## src/rtl/zs_pkg.sv

```systemverilog
package zs_pkg;
  localparam int WORD_W  = 32;
  localparam int DEPTH_W = 24;
  localparam int STEN_W  = 8;

  typedef enum logic [1:0] {
    ST_IDLE  = 2'd0,
    ST_RD    = 2'd1,
    ST_RWAIT = 2'd2,
    ST_WR    = 2'd3
  } zs_state_e;
endpackage

```

## src/rtl/zs_addr_gen.sv

```systemverilog
module zs_addr_gen #(
  parameter int CW          = 12,
  parameter int PW          = 12,
  parameter int AW          = 32,
  parameter bit NARROW_TILE = 1'b0
) (
  input  logic [CW-1:0] x,
  input  logic [CW-1:0] y,
  input  logic [CW-1:0] ox,
  input  logic [CW-1:0] oy,
  input  logic [PW-1:0] pitch,
  input  logic          fmt32,
  input  logic          tiled,
  output logic [AW-1:0] addr
);
  localparam int BW = AW - 10;  // block number width feeding bits 12 and up

  logic [AW-1:0] fx, fy, pw, lin_pix;
  logic [BW-1:0] blk32, blk16;
  logic [AW-1:0] t32, t16, lin;

  assign fx = AW'(x) + AW'(ox);
  assign fy = AW'(y) + AW'(oy);
  assign pw = AW'(pitch);

  assign lin_pix = fx + fy * pw;
  assign lin     = fmt32 ? (lin_pix << 2) : (lin_pix << 1);

  generate
    if (NARROW_TILE) begin : g_blk8
      assign blk32 = BW'(BW'(fy >> 3) * BW'(pw >> 3)) + BW'(fx >> 3);
    end else begin : g_blk16
      assign blk32 = BW'(BW'(fy >> 4) * BW'(pw >> 4)) + BW'(fx >> 4);
    end
  endgenerate

  assign blk16 = BW'(BW'(fy >> 4) * BW'(pw >> 5)) + BW'(fx >> 5);

  assign t32 = {blk32[BW-1:2], fx[3] ^ fy[4], fy[3], blk32[1:0],
                fx[4] ^ fy[2], fy[1:0], fx[2:0], 2'b00};
  assign t16 = {blk16[BW-1:2], fx[4] ^ fy[4], fy[3], blk16[1:0],
                fx[3], fy[2:0], fx[2:0], 1'b0};

  always_comb begin
    if (!tiled)     addr = lin;
    else if (fmt32) addr = t32;
    else            addr = t16;
  end
endmodule

```

## src/rtl/zs_field.sv

```systemverilog
module zs_field
  import zs_pkg::*;
(
  input  logic [WORD_W-1:0]  word,
  input  logic               order_hi,
  input  logic               tgt_stencil,
  input  logic [DEPTH_W-1:0] val,
  output logic [WORD_W-1:0]  merged,
  output logic [DEPTH_W-1:0] field
);
  always_comb begin
    case ({order_hi, tgt_stencil})
      2'b00: begin
        merged = {word[31:24], val};
        field  = word[23:0];
      end
      2'b01: begin
        merged = {val[STEN_W-1:0], word[23:0]};
        field  = {16'h0, word[31:24]};
      end
      2'b10: begin
        merged = {val, word[7:0]};
        field  = word[31:8];
      end
      default: begin
        merged = {word[31:8], val[STEN_W-1:0]};
        field  = {16'h0, word[7:0]};
      end
    endcase
  end
endmodule

```

## src/rtl/zs_access_unit.sv

```systemverilog
module zs_access_unit
  import zs_pkg::*;
#(
  parameter int CW          = 12,
  parameter int PW          = 12,
  parameter int AW          = 32,
  parameter bit NARROW_TILE = 1'b0
) (
  input  logic               clk,
  input  logic               rst,
  input  logic               req_valid,
  output logic               req_ready,
  input  logic               req_write,
  input  logic               req_tgt_stencil,
  input  logic               req_fmt32,
  input  logic               req_order_hi,
  input  logic               req_tiled,
  input  logic [CW-1:0]      req_x,
  input  logic [CW-1:0]      req_y,
  input  logic [CW-1:0]      org_x,
  input  logic [CW-1:0]      org_y,
  input  logic [PW-1:0]      req_pitch,
  input  logic [DEPTH_W-1:0] req_wdata,
  output logic               rsp_valid,
  output logic [DEPTH_W-1:0] rsp_data,
  output logic               mem_req,
  input  logic               mem_ready,
  output logic               mem_we,
  output logic [AW-1:0]      mem_addr,
  output logic [3:0]         mem_be,
  output logic [WORD_W-1:0]  mem_wdata,
  input  logic               mem_rvalid,
  input  logic [WORD_W-1:0]  mem_rdata
);
  zs_state_e          st;
  logic               op_we, op_16, op_ord, op_stn;
  logic [DEPTH_W-1:0] op_val;
  logic [AW-1:0]      gen_addr;
  logic [WORD_W-1:0]  mrg_word;
  logic [DEPTH_W-1:0] fld_val;
  logic [15:0]        half_val;

  zs_addr_gen #(.CW(CW), .PW(PW), .AW(AW), .NARROW_TILE(NARROW_TILE)) u_addr (
    .x(req_x), .y(req_y), .ox(org_x), .oy(org_y), .pitch(req_pitch),
    .fmt32(req_fmt32), .tiled(req_tiled), .addr(gen_addr)
  );

  zs_field u_field (
    .word(mem_rdata), .order_hi(op_ord), .tgt_stencil(op_stn),
    .val(op_val), .merged(mrg_word), .field(fld_val)
  );

  assign half_val  = mem_addr[1] ? mem_rdata[31:16] : mem_rdata[15:0];
  assign req_ready = (st == ST_IDLE);
  assign mem_req   = (st == ST_RD) || (st == ST_WR);
  assign mem_we    = (st == ST_WR);

  always_ff @(posedge clk) begin
    if (rst) begin
      st        <= ST_IDLE;
      op_we     <= 1'b0;
      op_16     <= 1'b0;
      op_ord    <= 1'b0;
      op_stn    <= 1'b0;
      op_val    <= '0;
      mem_addr  <= '0;
      mem_be    <= 4'h0;
      mem_wdata <= '0;
      rsp_valid <= 1'b0;
      rsp_data  <= '0;
    end else begin
      rsp_valid <= 1'b0;
      case (st)
        ST_IDLE: if (req_valid) begin
          op_we    <= req_write;
          op_16    <= !req_fmt32;
          op_ord   <= req_order_hi;
          op_stn   <= req_tgt_stencil;
          op_val   <= req_wdata;
          mem_addr <= gen_addr;
          if (req_fmt32) begin
            mem_be <= 4'hF;
            st     <= ST_RD;
          end else begin
            mem_be    <= gen_addr[1] ? 4'b1100 : 4'b0011;
            mem_wdata <= {req_wdata[15:0], req_wdata[15:0]};
            st        <= req_write ? ST_WR : ST_RD;
          end
        end
        ST_RD: if (mem_ready) st <= ST_RWAIT;
        ST_RWAIT: if (mem_rvalid) begin
          if (op_we) begin
            mem_wdata <= mrg_word;
            st        <= ST_WR;
          end else begin
            rsp_valid <= 1'b1;
            rsp_data  <= op_16 ? {8'h0, half_val} : fld_val;
            st        <= ST_IDLE;
          end
        end
        default: if (mem_ready) st <= ST_IDLE;
      endcase
    end
  end

  // bits the write-back must carry over unchanged from the word just read
  logic [WORD_W-1:0] keep_mask;
  assign keep_mask = op_stn ? (op_ord ? 32'hFFFF_FF00 : 32'h00FF_FFFF)
                            : (op_ord ? 32'h0000_00FF : 32'hFF00_0000);


  mem_hold_chk: assert property (@(posedge clk) disable iff (rst)
    (mem_req && !mem_ready) |=> (mem_req && $stable(mem_we) && $stable(mem_addr) && $stable(mem_wdata)));


  busy_after_accept_chk: assert property (@(posedge clk) disable iff (rst)
    (req_valid && req_ready) |=> !req_ready);


  rmw_writeback_chk: assert property (@(posedge clk) disable iff (rst)
    (mem_rvalid && !req_ready && !mem_req && op_we) |=>
      (mem_req && mem_we && $stable(mem_addr) && mem_be == 4'hF));


  keep_field_chk: assert property (@(posedge clk) disable iff (rst)
    (mem_rvalid && !req_ready && !mem_req && op_we) |=>
      ((mem_wdata & keep_mask) == ($past(mem_rdata) & keep_mask)));


  rsp_pulse_chk: assert property (@(posedge clk) disable iff (rst)
    rsp_valid |=> !rsp_valid);


  addr_align_chk: assert property (@(posedge clk) disable iff (rst)
    mem_req |-> (op_16 ? !mem_addr[0] : (mem_addr[1:0] == 2'b00)));
endmodule

```

## config.mk

```make
export PLATFORM = sky130hd
export DESIGN_NAME = zs_access_unit
export DESIGN_NICKNAME = d
export VERILOG_FILES = /design/src/rtl/zs_pkg.sv /design/src/rtl/zs_addr_gen.sv /design/src/rtl/zs_field.sv /design/src/rtl/zs_access_unit.sv
export SDC_FILE = /design/constraint.sdc
export NUM_CORES = 1
export LEC_CHECK = 0
export ABC_CLOCK_PERIOD_IN_PS = 9400
export BUFFER_PORTS_ARGS = -buffer_cell sky130_fd_sc_hd__buf_2
export CAP_MARGIN = 30
export CORE_MARGIN = 4
export CORE_UTILIZATION = 35
export DETAILED_ROUTE_END_ITERATION = 16
export GPL_ROUTABILITY_DRIVEN = 1
export PLACE_DENSITY = 0.58
export SLEW_MARGIN = 30
export SYNTH_ARGS = -nofsm -noshare
export SYNTH_HDL_FRONTEND = slang
export SYNTH_SLANG_ARGS = --single-unit
```

## constraint.sdc

```tcl
create_clock -name clk -period 9.4 [get_ports clk]
set_input_delay 0.47 -clock clk [delete_from_list [all_inputs] [get_ports clk]]
set_output_delay 0.47 -clock clk [all_outputs]
set_load 0.05 [all_outputs]
```

==> PnR_summary.wiki, run 1 <==
{| class="wikitable"
! Metric !! Value
|-
| Worst reg-to-reg setup slack || 6.82 ns
|-
| Worst path required time || 9.72 ns
|-
| Count of nets left with antenna violations after detail routing || 0
|-
| Vias in the first global route || 14.6k
|-
| Post-synthesis cell area || 15,900 um^2
|-
| CTS tree || built
|-
| Synthesized area per cell || 8.06 um^2
|-
| Worst clock skew on the final layout || 0.0128 ns
|-
| H-Tree Depth || 4
|-
| Number of buffers created by CTS || 17
|-
| Area enclosed by the die boundary || 48,800 um^2
|-
| Routability Congestion || 0.893
|-
| Data arrival time of the worst path || 7.77 ns
|-
| Number of ports placed on the die boundary || 222
|-
| Worst Tran Pin Value || 0.975 ns
|-
| TritonCTS Sinks || 117
|-
| Highest fanout seen on the critical path || 12
|-
| Number of warnings printed during yosys synthesis || 0
|-
| Most instantiated flip-flop cell in the synthesis netlist || sky130_fd_sc_hd__dfxtp_1
|-
| Initial antenna violation count || 1
|-
| Share of final-layout standard cells stronger than drive strength 1 || 0.150
|-
| DR WL/cell || 18.1 um
|-
| Clk root buf || sky130_fd_sc_hd__clkbuf_16
|-
| Number of flops mapped to enable cells by yosys || 0
|-
| Crit path launch || req_y[0]
|-
| Number of buffers inserted for hold repair after clock tree synthesis || 0
|-
| Final hold viol count || 0
|-
| Signed area change from the synthesized netlist to the final layout || 13.6%
|-
| Initial cell density of the core || 0.356
|-
| Most common cell in the netlist || sky130_fd_sc_hd__inv_1
|-
| Post-synthesis cell type with the largest combined area || sky130_fd_sc_hd__fa_1
|-
| First-pass GRT wire length || 79,100 um
|-
| Most congested layer reported by global routing || met2
|-
| Number of cells produced by synthesis || 1,968
|-
| Fillers || 4,614
|-
| Routing usage on met1 || 0.255
|-
| Total setup buffers inserted after CTS || 0
|-
| Async S/R FF share, synth || 0
|-
| Leading cell types by count after synthesis || sky130_fd_sc_hd__inv_1 (296), sky130_fd_sc_hd__nand2_1 (231), sky130_fd_sc_hd__fa_1 (175), sky130_fd_sc_hd__a21oi_1 (153), sky130_fd_sc_hd__ha_1 (140)
|-
| Max-slew violation total from the final report || 0
|-
| Final WL || 49,100 um
|-
| GR Overflow Total || 0
|-
| Average via count per standard cell || 5.22
|-
| Residual DRC || 0
|-
| Vias || 14.2k
|-
| Aggregate global-route resource usage || 0.198
|-
| Rel. slew slack || 0.349
|-
| Maximum number of pins on one net before global-route repair || 108
|-
| RSZ-0062 raised after global routing || false
|-
| Cell types occupying the most area after synthesis || sky130_fd_sc_hd__fa_1 (22%), sky130_fd_sc_hd__dfxtp_1 (15%), sky130_fd_sc_hd__ha_1 (11%)
|-
| Number of placement rows || 77
|-
| Port Buffers || 217
|-
| Post-layout min period || 7.46 ns
|-
| Core Area || 44,500 um^2
|-
| Total half-perimeter wirelength after legalization and detailed placement || 39,500 um
|-
| Final std cells w/o fill || 2,715
|-
| Clock transition time at the flip-flop clock pins of the worst setup and hold paths || 0.06 ns
|-
| # nets final || 2,550
|-
| Status || finished, final reports clean
|-
| Cts repair resizes || 0
|-
| Count of maximum capacitance violations || 0
|-
| Max Clock Freq || 134 MHz
|-
| Die Span Y || 221 um
|-
| R2r startpoint || st[0]$_SDFFE_PP0P_
|-
| Number of distinct library cells after synthesis || 71
|-
| Setup crit end kind || register
|-
| Met3 Track Usage GR || 0.0277
|-
| Total setup violations reported at the end of the flow || 0
|-
| Worst hold path class || in2reg
|-
| Number of instances in the placed design || 2,682
|-
| Die span in x || 221 um
|-
| Final period util || 0.793
|-
| Buffer depth of the longest clock path || 2
|-
| Worst R2R Path Depth || 9
|-
| Nature of the critical path startpoint || input pin
|-
| Sequential share of the synthesized area || 0.148
|-
| Crit Reg-Reg Endpoint || mem_addr[26]$_SDFFE_PP0P_
|-
| Area fraction of the dominant cell type after synthesis || 0.221
|-
| Clock latency on the worst-skew pair || 0.43 ns
|-
| GRT met2 Usage || 0.357
|-
| End point of the critical path || mem_addr[28]$_SDFFE_PP0P_
|-
| WS Path Type || in2reg
|-
| #FFs+latches synth || 117
|-
| Fin Setup TNS || 0 ns
|-
| Initial DRC count || 1,045
|-
| Initial DRT Pass Iterations || 6
|}
## cell families after synthesis
| family | after synthesis | share of synthesized area |
|---|---|---|
| DFF | 117 | 0.148 |
| buffers and inverters | 414 | 0.101 |
| and+or+nand+nor | 569 | 0.167 |
| muxes | 94 | 0.0624 |
| adders and majority gates | 315 | 0.331 |
| other | 1 | 0.000237 |
| xor gates and xnor gates | 61 | 0.0337 |
| AOI/OAI and AO/OA | 397 | 0.157 |
## final cells by class
type	instances	area, um^2	share of cell area
multi-input combinational	1440	12000	0.664
antenna	1	2.50	0.000139
inverter	296	1110	0.0617
tap	592	741	0.0411
timing repair buffer	237	1240	0.0690
clock inverter	15	171	0.00952
clock buffer	17	425	0.0236
sequential	117	2350	0.130
## flip-flops by register name, summed over array words and instances (netlist names)
name       flops
op_stn         1
op_ord         1
op_val        24
rsp_valid      1
op_16          1
mem_wdata     32
op_we          1
st             2
rsp_data      24
mem_addr      28
mem_be         2
## stage by stage
step                      hold WS [ns]  worst slack [ns]  utilization  cell area [um^2]
after global routing             0.242              1.46        0.405             18000
final                            0.250              1.94        0.405             18000
after floorplan                  0.448              2.41            -             15900
after detailed placement         0.442              1.31        0.391             17400
after CTS                        0.233              1.73        0.404             18000
after global placement           0.442              1.47        0.390             17400
## routing by layer
metal  up-vias  routed length [um]  part of all wire
li1       6734                   -                 -
met1      6944               20900              0.43
met2       433               24800              0.50
met3        62                2590             0.053
met4         0                 828             0.017
met5         -                   0                 0
## worst min-delay path by stage
stage,start,end,slack [ns],cells past startpoint
floorplan,op_val[10]$_SDFFE_PP0P_,op_val[10]$_SDFFE_PP0P_,0.45,2
global placement,mem_wdata[4]$_SDFFE_PP0P_,mem_wdata[4]$_SDFFE_PP0P_,0.44,2
detailed placement,mem_addr[5]$_SDFFE_PP0P_,mem_addr[5]$_SDFFE_PP0P_,0.44,2
CTS,mem_ready,st[0]$_SDFFE_PP0P_,0.23,2
global route,mem_ready,st[0]$_SDFFE_PP0P_,0.24,2
finish,mem_ready,st[0]$_SDFFE_PP0P_,0.25,2
## cells in the final DEF, fill, tap and decap left out, types with 4 or more instances in the layout
master and instances:
sky130_fd_sc_hd__inv_1 296, sky130_fd_sc_hd__nand2_1 230, sky130_fd_sc_hd__buf_2 216, sky130_fd_sc_hd__fa_1 175, sky130_fd_sc_hd__a21oi_1 153, sky130_fd_sc_hd__ha_1 140, sky130_fd_sc_hd__dfxtp_1 114, sky130_fd_sc_hd__nor2_1 113
sky130_fd_sc_hd__o21ai_0 92, sky130_fd_sc_hd__and2_1 84, sky130_fd_sc_hd__mux2i_1 67, sky130_fd_sc_hd__xnor2_1 36, sky130_fd_sc_hd__nor2b_1 35, sky130_fd_sc_hd__nor3_1 31, sky130_fd_sc_hd__mux2_2 25, sky130_fd_sc_hd__o211ai_1 24
sky130_fd_sc_hd__xor2_1 22, sky130_fd_sc_hd__a211oi_1 21, sky130_fd_sc_hd__buf_4 20, sky130_fd_sc_hd__nand3_1 19, sky130_fd_sc_hd__clkbuf_16 17, sky130_fd_sc_hd__a21o_1 15, sky130_fd_sc_hd__nand2b_1 15, sky130_fd_sc_hd__or3_1 14
sky130_fd_sc_hd__a221oi_1 11, sky130_fd_sc_hd__a311oi_1 10, sky130_fd_sc_hd__o21bai_1 7, sky130_fd_sc_hd__a31oi_1 7, sky130_fd_sc_hd__a32o_1 7, sky130_fd_sc_hd__inv_8 7, sky130_fd_sc_hd__o21a_1 5, sky130_fd_sc_hd__inv_6 5
sky130_fd_sc_hd__a41oi_1 4, sky130_fd_sc_hd__a211o_1 4, sky130_fd_sc_hd__and3_1 4, sky130_fd_sc_hd__nand4_1 4, sky130_fd_sc_hd__nor4_1 4, sky130_fd_sc_hd__o31ai_1 4, sky130_fd_sc_hd__conb_1 4
## worst max-delay path, stage by stage
cell	delay, ns
sky130_fd_sc_hd__buf_2	0.08
sky130_fd_sc_hd__ha_1	0.16
sky130_fd_sc_hd__inv_1	0.05
sky130_fd_sc_hd__fa_1	0.39
sky130_fd_sc_hd__nor2b_1	0.14
sky130_fd_sc_hd__o21ai_1	0.08
sky130_fd_sc_hd__a21oi_1	0.20
sky130_fd_sc_hd__o21ai_1	0.12
sky130_fd_sc_hd__a21oi_1	0.31
sky130_fd_sc_hd__xor2_1	0.77
sky130_fd_sc_hd__nand2_1	0.28
sky130_fd_sc_hd__fa_1	0.52
sky130_fd_sc_hd__fa_1	0.51
sky130_fd_sc_hd__inv_1	0.05
sky130_fd_sc_hd__fa_1	0.49
sky130_fd_sc_hd__fa_1	0.49
sky130_fd_sc_hd__inv_1	0.05
sky130_fd_sc_hd__fa_1	0.47
sky130_fd_sc_hd__inv_1	0.04
sky130_fd_sc_hd__ha_1	0.38
sky130_fd_sc_hd__a21oi_1	0.26
sky130_fd_sc_hd__o211ai_1	0.13
sky130_fd_sc_hd__a21oi_1	0.20
sky130_fd_sc_hd__o211ai_1	0.14
sky130_fd_sc_hd__a21oi_2	0.24
sky130_fd_sc_hd__o32ai_1	0.12
sky130_fd_sc_hd__or3_1	0.36
sky130_fd_sc_hd__a32o_1	0.24
Power of run 1 is left out: the tool's default activity adds up to more than one toggle a clock period on the data nets, which glitch-free logic cannot reach.
==> run 2: changes to the inputs <==
Settings changed: ABC_CLOCK_PERIOD_IN_PS 9400 to 6800, PLACE_DENSITY 0.58 to 0.6.
Clock period 9.4 ns to 6.8 ns, I/O delays scaled along.
==> PnR_summary.wiki, run 2 (synthesis gave the netlist of run 1 again) <==
{| class="wikitable"
! Metric !! Value
|-
| TritonCTS Sinks || 117 (unchanged)
|-
| Worst hold path class || in2reg (unchanged)
|-
| # nets final || 2,730 (was 2,550)
|-
| H-Tree Depth || 4 (unchanged)
|-
| Final WL || 50,700 um (was 49,100 um)
|-
| Vias || 14.8k (was 14.2k)
|-
| Port Buffers || 217 (unchanged)
|-
| Die Span Y || 221 um (unchanged)
|-
| Hold path start || mem_ready (unchanged)
|-
| Initial antenna violation count || 0 (was 1)
|-
| Core Area || 44,500 um^2 (unchanged)
|-
| Setup crit end kind || register (unchanged)
|-
| Clock latency on the worst-skew pair || 0.42 ns (was 0.43 ns)
|-
| Max Clock Freq || 149 MHz
|-
| First-pass GRT wire length || 81,200 um (was 79,100 um)
|-
| Status || finished, final reports clean (unchanged)
|-
| Max-slew violation total from the final report || 0 (unchanged)
|-
| Count of maximum capacitance violations || 0 (unchanged)
|-
| CTS tree || built (unchanged)
|-
| Worst Tran Pin Value || 0.983 ns (was 0.975 ns)
|-
| Worst reg-to-reg setup slack || 4.28 ns (was 6.82 ns)
|-
| Total half-perimeter wirelength after legalization and detailed placement || 40,500 um (was 39,500 um)
|-
| Cell family with most CP delay || adder cells (unchanged)
|-
| Clock transition time at the flip-flop clock pins of the worst setup and hold paths || 0.06 ns (about the same)
|-
| Residual DRC || 0 (unchanged)
|-
| Average via count per standard cell || 5.10 (was 5.22)
|-
| Post-layout min period || 6.70 ns
|-
| Post-route worst hold slack || 0.140 ns (was 0.250 ns)
|-
| Worst path required time || 7.14 ns (was 9.72 ns)
|-
| Share of final-layout standard cells stronger than drive strength 1 || 0.242 (was 0.150)
|-
| WS Path Type || in2reg (unchanged)
|-
| Crit Reg-Reg Endpoint || mem_addr[22]$_SDFFE_PP0P_ (was mem_addr[26]$_SDFFE_PP0P_)
|-
| Design Area, Final || 19,800 um^2 (was 18,000 um^2)
|-
| Data arrival time of the worst path || 7.04 ns (was 7.77 ns)
|-
| DR WL/cell || 17.5 um (was 18.1 um)
|-
| RSZ-0062 raised after global routing || true (was false)
|-
| Max incr delay on CP || 0.54 ns (was 0.77 ns)
|-
| Most frequent standard cell in the layout excluding fill and tap cells || sky130_fd_sc_hd__inv_1 (unchanged)
|-
| Initial DRT Pass Iterations || 5 (was 6)
|-
| Dpl cell area || 18,700 um^2 (was 17,400 um^2)
|-
| Area enclosed by the die boundary || 48,800 um^2 (unchanged)
|-
| Slowest-stage cell, CP || sky130_fd_sc_hd__fa_1 (was sky130_fd_sc_hd__xor2_1)
|-
| Buffer depth of the longest clock path || 2 (unchanged)
|-
| Most common cell on crit path || sky130_fd_sc_hd__fa_1 (unchanged)
|-
| Aggregate global-route resource usage || 0.202 (was 0.198)
|-
| Antenna cells || 0 (was 1)
|-
| Maximum number of pins on one net before global-route repair || 108 (unchanged)
|-
| GR Overflow Total || 0 (unchanged)
|-
| Initial DRC count || 1,072 (was 1,045)
|-
| Clk root buf || sky130_fd_sc_hd__clkbuf_16 (unchanged)
|-
| Worst clock skew on the final layout || 0.0104 ns (was 0.0128 ns)
|-
| Worst R2R Path Depth || 9 (unchanged)
|-
| Number of placement rows || 77 (unchanged)
|-
| Count of nets left with antenna violations after detail routing || 0 (unchanged)
|-
| Highest fanout seen on the critical path || 4 (was 12)
|-
| Fin Setup TNS || 0 ns (unchanged)
|-
| Die span in x || 221 um (unchanged)
|-
| Number of buffers created by CTS || 17 (unchanged)
|-
| Cell count along the critical path || 31 (was 28)
|-
| Register name with the most flops || mem_wdata (unchanged)
|-
| Max FFs per register || 32 (unchanged)
|-
| Vias in the first global route || 15.2k (was 14.6k)
|-
| Crit path buffers/inverters || 8 (was 5)
|-
| Crit path launch || req_y[0] (unchanged)
|-
| Largest regs || mem_wdata x32, mem_addr x28 (unchanged)
|-
| Final period util || 0.985
|-
| Total setup violations reported at the end of the flow || 0 (unchanged)
|-
| Initial cell density of the core || 0.356 (unchanged)
|-
| Final hold viol count || 0 (unchanged)
|-
| Signed area change from the synthesized netlist to the final layout || 24.8% (was 13.6%)
|-
| Routability Congestion || 0.928 (was 0.893)
|-
| R2r startpoint || st[0]$_SDFFE_PP0P_ (unchanged)
|-
| Rel. slew slack || 0.344 (was 0.349)
|-
| Nature of the critical path startpoint || input pin (unchanged)
|-
| Number of ports placed on the die boundary || 222 (unchanged)
|-
| End point of the critical path || mem_addr[26]$_SDFFE_PP0P_ (was mem_addr[28]$_SDFFE_PP0P_)
|-
| Fillers || 4,525 (was 4,614)
|-
| Commonest non-fill, non-tap cells in the layout || sky130_fd_sc_hd__inv_1 (291), sky130_fd_sc_hd__nand2_1 (229), sky130_fd_sc_hd__buf_2 (214) (was sky130_fd_sc_hd__inv_1 (296), sky130_fd_sc_hd__nand2_1 (230), sky130_fd_sc_hd__buf_2 (216))
|}
==> run 2: cell count changes in the layout (fill, tap and decap cells not counted), moves of 4 or more <==
cell / delta
sky130_fd_sc_hd__o21ai_0: -4
sky130_fd_sc_hd__inv_1: -5
sky130_fd_sc_hd__o21ai_2: +4
sky130_fd_sc_hd__buf_4: +177
sky130_fd_sc_hd__ha_4: +8
sky130_fd_sc_hd__inv_2: +5
sky130_fd_sc_hd__ha_1: -10
sky130_fd_sc_hd__buf_6: +4
sky130_fd_sc_hd__a21oi_2: +9
sky130_fd_sc_hd__a21oi_1: -12
==> run 2: worst min-delay path by stage <==
stage                                 to  slack, ns  depth (start not counted)
2_1_floorplan         st[0]$_SDFFE_PP0P_       0.44                          1
3_3_place_gp   mem_addr[14]$_SDFFE_PP0P_       0.44                          2
3_5_place_dp    rsp_data[3]$_SDFFE_PP0P_       0.44                          2
4_1_cts               st[0]$_SDFFE_PP0P_       0.13                          2
5_1_grt               st[0]$_SDFFE_PP0P_       0.14                          2
6_report              st[0]$_SDFFE_PP0P_       0.14                          2
==> run 2: what timing repair did <==
item	CTS	global route
hold buffers	0	0
gates cloned	0	1
gates resized for setup	8	73
endpoints found under the setup margin	11	16
pin swaps	5	46
setup buffers	1	10
==> run 2: per-stage QoR <==
| stage | setup WS, ns | cells | utilization |
|---|---|---|---|
| final | 0.104 | 2894 | 0.444 |
| after CTS | 0.00000933 | 2884 | 0.435 |
| after floorplan | 0.0269 | 1971 | - |
| after global routing | -0.101 | 2894 | 0.444 |
| after detailed placement | -0.674 | 2851 | 0.420 |
| after global placement | -0.569 | 2851 | 0.419 |
==> run 2: worst reg2reg max path, stage by stage, from the launching register on <==
cell	delay, ns
sky130_fd_sc_hd__dfxtp_1	0.73
sky130_fd_sc_hd__nor2_1	0.15
sky130_fd_sc_hd__nand2_2	0.10
sky130_fd_sc_hd__buf_4	0.45
sky130_fd_sc_hd__nor2_1	0.10
sky130_fd_sc_hd__buf_4	0.23
sky130_fd_sc_hd__nand2_1	0.12
sky130_fd_sc_hd__a2111oi_0	0.08
sky130_fd_sc_hd__buf_4	0.19
sky130_fd_sc_hd__a221o_1	0.25
==> run 2: cell type report <==
cell class	count	area, um^2	share of cell area
clock buffers	17	425	0.0215
clock inverters	15	181	0.00917
inverters	296	1110	0.0562
multi-input cells	1440	12300	0.624
flip-flops and latches	117	2350	0.119
well taps	592	741	0.0374
repair buffers	417	2630	0.133
==> run 2: layer usage <==
| layer | global-route usage | routed length [um] | up-vias |
|---|---|---|---|
| li1 | - | - | 7090 |
| met3 | 0.0326 | 2470 | 84 |
| met5 | 0 | 0 | - |
| met1 | 0.255 | 21600 | 7157 |
| met2 | 0.358 | 25100 | 422 |
| met4 | 0.0580 | 1460 | 0 |
Power of run 2 is left out for the same reason.
